File: src/rtl/pgx_pkg.sv
package pgx_pkg;
   typedef enum logic [1:0] {
      ACC_FETCH = 2'd0,
      ACC_READ  = 2'd1,
      ACC_WRITE = 2'd2
   } acc_kind_e;

   typedef enum logic [1:0] {
      FLT_NONE    = 2'd0,
      FLT_INVALID = 2'd1,
      FLT_LENGTH  = 2'd2,
      FLT_WRITE   = 2'd3
   } fault_e;
endpackage

File: src/rtl/pgx_page_bank.sv
module pgx_page_bank #(
   parameter int NPAGES  = 8,
   parameter int RELOC_W = 16,
   parameter int LEN_W   = 7,
   localparam int PG_W   = $clog2(NPAGES)
) (
   input  logic                             clk,
   input  logic                             rst_n,
   input  logic                             we_base,
   input  logic                             we_ctrl,
   input  logic [PG_W-1:0]                  page,
   input  logic [RELOC_W-1:0]               wdata,
   output logic [NPAGES-1:0][RELOC_W-1:0]   base_o,
   output logic [NPAGES-1:0][LEN_W-1:0]     len_o,
   output logic [NPAGES-1:0]                valid_o,
   output logic [NPAGES-1:0]                wen_o
);
   localparam int VLD_BIT = LEN_W;
   localparam int WEN_BIT = LEN_W + 1;

   if (WEN_BIT >= RELOC_W) begin : g_bad_ctrl
      $error("control word does not fit in write data");
   end

   for (genvar p = 0; p < NPAGES; p++) begin : g_page
      always_ff @(posedge clk) begin
         if (!rst_n) begin
            base_o[p]  <= '0;
            len_o[p]   <= '0;
            valid_o[p] <= 1'b0;
            wen_o[p]   <= 1'b0;
         end else if (page == PG_W'(p)) begin
            if (we_base) base_o[p] <= wdata;
            if (we_ctrl) begin
               len_o[p]   <= wdata[LEN_W-1:0];
               valid_o[p] <= wdata[VLD_BIT];
               wen_o[p]   <= wdata[WEN_BIT];
            end
         end
      end
   end


   base_store_chk: assert property (@(posedge clk) disable iff (!rst_n)
      we_base |=> base_o[$past(page)] == $past(wdata));


   ctrl_store_chk: assert property (@(posedge clk) disable iff (!rst_n)
      we_ctrl |=> (len_o[$past(page)] == $past(wdata[LEN_W-1:0]))
                  && (valid_o[$past(page)] == $past(wdata[VLD_BIT])));
endmodule

File: src/rtl/pgx_xlate_core.sv
module pgx_xlate_core
   import pgx_pkg::*;
#(
   parameter int VA_W      = 16,
   parameter int PAGE_BITS = 3,
   parameter int GRAN_BITS = 6,
   parameter int RELOC_W   = 16,
   localparam int NPAGES   = 1 << PAGE_BITS,
   localparam int OFF_W    = VA_W - PAGE_BITS,
   localparam int LEN_W    = OFF_W - GRAN_BITS,
   localparam int PA_W     = RELOC_W + GRAN_BITS
) (
   input  logic                            active,
   input  acc_kind_e                       kind,
   input  logic                            split,
   input  logic [VA_W-1:0]                 va,
   input  logic [1:0][NPAGES-1:0][RELOC_W-1:0] base_s,
   input  logic [1:0][NPAGES-1:0][LEN_W-1:0]   len_s,
   input  logic [1:0][NPAGES-1:0]          valid_s,
   input  logic [1:0][NPAGES-1:0]          wen_s,
   output logic                            pa_valid,
   output logic [PA_W-1:0]                 pa,
   output logic                            abort,
   output fault_e                          fault
);
   logic [PAGE_BITS-1:0] pg;
   logic [OFF_W-1:0]     off;
   logic [LEN_W-1:0]     blk;
   logic                 bank;
   logic [RELOC_W-1:0]   e_base;
   logic [LEN_W-1:0]     e_len;
   logic                 e_valid, e_wen;

   always_comb begin
      pg      = va[VA_W-1 -: PAGE_BITS];
      off     = va[OFF_W-1:0];
      blk     = off[OFF_W-1 -: LEN_W];
      bank    = (kind != ACC_FETCH) && split;
      e_base  = base_s[bank][pg];
      e_len   = len_s[bank][pg];
      e_valid = valid_s[bank][pg];
      e_wen   = wen_s[bank][pg];
      pa      = {e_base, {GRAN_BITS{1'b0}}} + PA_W'(off);

      if (!e_valid)                          fault = FLT_INVALID;
      else if (blk > e_len)                  fault = FLT_LENGTH;
      else if (kind == ACC_WRITE && !e_wen)  fault = FLT_WRITE;
      else                                   fault = FLT_NONE;

      abort    = active && (fault != FLT_NONE);
      pa_valid = active && (fault == FLT_NONE);
   end
endmodule

File: src/rtl/pgx_split_mmu.sv
module pgx_split_mmu
   import pgx_pkg::*;
#(
   parameter int VA_W      = 16,
   parameter int PAGE_BITS = 3,
   parameter int GRAN_BITS = 6,
   parameter int RELOC_W   = 16,
   localparam int NPAGES   = 1 << PAGE_BITS,
   localparam int OFF_W    = VA_W - PAGE_BITS,
   localparam int LEN_W    = OFF_W - GRAN_BITS,
   localparam int PA_W     = RELOC_W + GRAN_BITS,
   localparam int CFG_AW   = PAGE_BITS + 2
) (
   input  logic                clk,
   input  logic                rst_n,
   input  logic                cfg_we,
   input  logic [CFG_AW-1:0]   cfg_addr,
   input  logic [RELOC_W-1:0]  cfg_wdata,
   input  logic                split_en,
   input  logic                req_valid,
   input  logic [1:0]          req_kind,
   input  logic [VA_W-1:0]     req_va,
   output logic                pa_valid,
   output logic [PA_W-1:0]     pa,
   output logic                abort,
   output logic [1:0]          fault_code
);
   if (LEN_W < 1) begin : g_bad_geom
      $error("offset must be wider than the granule");
   end

   logic [1:0][NPAGES-1:0][RELOC_W-1:0] base_s;
   logic [1:0][NPAGES-1:0][LEN_W-1:0]   len_s;
   logic [1:0][NPAGES-1:0]              valid_s, wen_s;

   for (genvar s = 0; s < 2; s++) begin : g_bank
      logic hit;
      assign hit = cfg_we && (cfg_addr[CFG_AW-1] == 1'(s));
      pgx_page_bank #(.NPAGES(NPAGES), .RELOC_W(RELOC_W), .LEN_W(LEN_W)) u_bank (
         .clk     (clk),
         .rst_n   (rst_n),
         .we_base (hit && !cfg_addr[PAGE_BITS]),
         .we_ctrl (hit &&  cfg_addr[PAGE_BITS]),
         .page    (cfg_addr[PAGE_BITS-1:0]),
         .wdata   (cfg_wdata),
         .base_o  (base_s[s]),
         .len_o   (len_s[s]),
         .valid_o (valid_s[s]),
         .wen_o   (wen_s[s])
      );
   end

   logic            rq_v, rq_split;
   acc_kind_e       rq_kind;
   logic [VA_W-1:0] rq_va;

   always_ff @(posedge clk) begin
      if (!rst_n) begin
         rq_v     <= 1'b0;
         rq_split <= 1'b0;
         rq_kind  <= ACC_FETCH;
         rq_va    <= '0;
      end else begin
         rq_v     <= req_valid;
         rq_split <= split_en;
         rq_kind  <= (req_kind == 2'd3) ? ACC_READ : acc_kind_e'(req_kind);
         rq_va    <= req_va;
      end
   end

   fault_e flt;

   pgx_xlate_core #(.VA_W(VA_W), .PAGE_BITS(PAGE_BITS), .GRAN_BITS(GRAN_BITS),
                    .RELOC_W(RELOC_W)) u_core (
      .active   (rq_v),
      .kind     (rq_kind),
      .split    (rq_split),
      .va       (rq_va),
      .base_s   (base_s),
      .len_s    (len_s),
      .valid_s  (valid_s),
      .wen_s    (wen_s),
      .pa_valid (pa_valid),
      .pa       (pa),
      .abort    (abort),
      .fault    (flt)
   );

   assign fault_code = flt;


   resp_follows_req_chk: assert property (@(posedge clk) disable iff (!rst_n)
      $past(req_valid) |-> (pa_valid || abort));


   idle_quiet_chk: assert property (@(posedge clk) disable iff (!rst_n)
      !$past(req_valid) |-> !(pa_valid || abort));


   abort_excl_chk: assert property (@(posedge clk) disable iff (!rst_n)
      abort |-> (!pa_valid && fault_code != 2'd0));


   write_fault_kind_chk: assert property (@(posedge clk) disable iff (!rst_n)
      (abort && fault_code == 2'd3) |-> $past(req_kind) == 2'd2);


   byte_keep_chk: assert property (@(posedge clk) disable iff (!rst_n)
      pa_valid |-> pa[GRAN_BITS-1:0] == $past(req_va[GRAN_BITS-1:0]));
endmodule

File: config.mk
export PLATFORM = sky130hd
export DESIGN_NAME = pgx_split_mmu
export DESIGN_NICKNAME = d
export VERILOG_FILES = /design/src/rtl/pgx_pkg.sv /design/src/rtl/pgx_page_bank.sv /design/src/rtl/pgx_xlate_core.sv /design/src/rtl/pgx_split_mmu.sv
export SDC_FILE = /design/constraint.sdc
export NUM_CORES = 1
export LEC_CHECK = 0
export BUFFER_PORTS_ARGS = -buffer_cell sky130_fd_sc_hd__buf_2
export CORE_ASPECT_RATIO = 1.75
export CORE_UTILIZATION = 24
export CTS_BUF_LIST = sky130_fd_sc_hd__clkbuf_16
export DETAILED_ROUTE_END_ITERATION = 7
export PLACE_DENSITY_LB_ADDON = 0.3
export SLEW_MARGIN = 20
export SYNTH_ARGS = -nofsm -noshare
export SYNTH_HDL_FRONTEND = slang
export SYNTH_SLANG_ARGS = --single-unit
File: constraint.sdc
create_clock -name clk -period 5.2 [get_ports clk]
set_input_delay 1.04 -clock clk [delete_from_list [all_inputs] [get_ports clk]]
set_output_delay 1.04 -clock clk [all_outputs]
set_load 0.01 [all_outputs]
==> impl_metrics.ini <==
[run_status]
status = finished, final reports clean

[pwr]
switching_share_pct = 24.3
power_frac_comb_pct = 6.5
p_int_w = 0.00504
seqPwrFrac_pct = 49.2
clockPowerShare_pct = 44.4
irDropWorstVdd_mv = 0.212
p_switching_w = 0.00162
p_per_area_nw_per_um2 = 297
leakage_nw = 7.83

[clock_network]
cts.sinks = 420
cts_max_level = 2
clockRootBuffer = clkbuf_16
clock_latency_ns = 0.57
cts_buffer_depth = 3
clkTransAtPathRegs_ns = 0.06
cts_made_buffers = 44
cts_tree = built
cts_hold_buffers = 0

[sta]
rsz0062_at_grt = yes
period_share_pct = 99.1
timing.slew.headroom_pct = 24.9
max_freq_mhz = 194
slew_violations = 0
setup_viol = 0
fin_tns_setup_ns = 0
tightest_slew_ns = 1.12
hold_viol = 0
final.setup_skew_ns = 0
period_needed_ns = 5.15

[place]
hpwlAfterDp_mm = 39.9
io_buffers = 69
numPlacedInstances = 2976
gp_congestion = 0.799

[grt]
track_usage_pct = 15.0
grt_pass1_vias = 14600
antenna_found_initial = 5
grt.overflow.total = 0
grt_max_degree = 195
grt_pass1_wl_mm = 92.5

[flow_run]
maxCapViolations = 0

[cells_and_area]
drive_gt1_share_pct = 16.9
area_delta_synth_final_pct = 16.3
final_core_utilization_pct = 28.2
final_cell_mix = nand2_1, dfxtp_1, a21boi_0, nor2b_1, mux2i_1
diodes = 0
final_common_cell = nand2_1
fill_cells = 8198
final_nets = 2071
finalNonFillerCells = 3084

[worst_setup_path]
r2r_cells = 2
reg2reg_from = g_bank[0].u_bank.base_o[36]
rrSetupSlack_ns = 4.49
crit_fanout = 7
cpPeakStageDelay_ns = 0.55
rr_endpoint = g_bank[0].u_bank.base_o[36]
criticalPathCategory = reg -> out
cp_data_arrival_time_ns = 4.11
path_cells = o21ai_4 -> buf_12 -> buf_16 -> mux4_2 -> mux4_2 -> ha_4 -> a21o_1 -> a21oi_2 -> nor2b_1 -> o21a_1 -> o41ai_4 -> buf_6 -> nor3_4 -> xor2_1 -> buf_2
crit_start = rq_kind[0]
path_common_cell = mux4_2
critPathRequiredTime_ns = 4.16
start_kind = flop
crit_slowest_cell = mux4_2
crit_path_end_kind = output pin

[drt]
wl_per_cell_um = 20.0
num_vias = 14300
vias_per_cell = 4.63
antenna_left = 0
first_pass_iters = 5
wl_mm = 61.6
drtIter0Drc = 859
drc = 0

[floorplanning]
core_um2 = 79700
dieWidth_um = 216
die_area_um2 = 81700
dieHeight_um = 377
rows = 137
start_util_pct = 24.2
ios = 70

[synth]
yosysWarningCount = 0
syn_inst = 1996
netlist_area_um2 = 19300
avgSynthCellArea_um2 = 9.68
synth_top_area_cell = dfxtp_1
ys_types = 50
synth_top_area_share_pct = 43.5
yosysSeqAreaShare_pct = 43.5
synth.area.top_cells = dfxtp_1, mux4_2, nand2_1
syn-num-nets = 2055
synth_seq_cells = 420

[min_path]
hold_class = reg -> reg
min_to = g_bank[0].u_bank.base_o[41]
whs_path_depth = 2
min_from = g_bank[0].u_bank.base_o[41]
## how the worst max path moves through the flow
stage                     endpoint
final                       pa[17]
after global placement      pa[18]
after CTS                   pa[16]
after global routing        pa[16]
after detailed placement    pa[16]
after floorplan             pa[16]
## layout make-up
type / count / area, µm² / area share (%)
multi-input combinational: 1392 / 10200 / 45.6
sequential: 420 / 8410 / 37.4
tap: 1042 / 1300 / 5.80
timing repair buffer: 145 / 1170 / 5.23
clock buffer: 45 / 1130 / 5.01
clock inverter: 31 / 176 / 0.785
inverter: 9 / 33.8 / 0.150
## critical path: cells and delay by family (launching register included)
family | cells | cell delay (ns)
compound gates | 5 | 0.97
simple gates | 2 | 0.10
flops | 1 | 0.33
buf+inv | 4 | 0.66
mux | 2 | 1.03
xor+xnor | 1 | 0.18
fa+ha+maj | 1 | 0.24
## power groups by stage
stage	combinational [W]	clock, W	sequential, W
after floorplan	0.000283	0	0.00333
after global placement	0.000399	0	0.00335
after detailed placement	0.000403	0	0.00335
after CTS	0.000426	0.00304	0.00328
after global routing	0.000462	0.00315	0.00328
final	0.000431	0.00296	0.00328
## synth_stat cells (all sizes together)
master	n
a211oi	1
a21boi	275
a21o	3
a21oi	6
a22oi	16
and2	23
and3	2
and3b	3
buf	33
clkbuf	142
dfxtp	420
fa	1
ha	14
inv	9
mux2i	127
mux4	116
nand2	571
nand2b	1
nand3	21
nand3b	2
nand4	2
nor2	33
nor2b	133
nor3	5
nor3b	3
nor4	2
o21a	2
o21ai	5
o22ai	1
o31a	2
o41ai	1
or2	3
or3	1
or3b	3
or4b	1
xnor2	5
xor2	8
## stage by stage
step	power [W]	hold slack (ns)	cell area, µm²	setup slack (ns)
global route	0.00689	0.466	22500	-0.0941
finish	0.00666	0.448	22500	0.0475
detailed placement	0.00375	0.443	20600	0.212
floorplan	0.00361	0.430	19300	0.223
global placement	0.00375	0.435	20600	0.273
CTS	0.00674	0.451	22300	-0.0439
## state kept, by name (all words and copies together) (netlist names)
| register | cells |
|---|---|
| g_bank.u_bank.base_o | 256 |
| g_bank.u_bank.len_o | 112 |
| g_bank.u_bank.valid_o | 16 |
| g_bank.u_bank.wen_o | 16 |
| rq_kind | 2 |
| rq_split | 1 |
| rq_v | 1 |
| rq_va | 16 |
## cell families (layout without fill, tap and decap cells)
group,Yosys count,count (layout),share of synthesized area [%]
flops,420,420,43.5
buf+inv,184,230,4.15
simple gates,809,809,18.4
compound gates,312,312,12.1
xor+xnor,13,13,0.590
mux,243,243,20.2
fa+ha+maj,15,15,1.01
## routing by layer
layer / up-vias / part of all wire [%] / track usage, %
met2: 343 / 53 / 28.1
met1: 7026 / 39 / 16.9
li1: 6785 / - / -
met3: 127 / 4.0 / 1.91
met5: - / 0.10 / 0
met4: 10 / 3.6 / 6.11
## timing repair
item,CTS,global route
resized for setup,27,5
hold endpoints to repair,0,0
pin swaps,9,8
setup buffers,16,12
endpoints found under the setup margin,10,10
cloned,3,1
(Power assumes the default switching activity.)
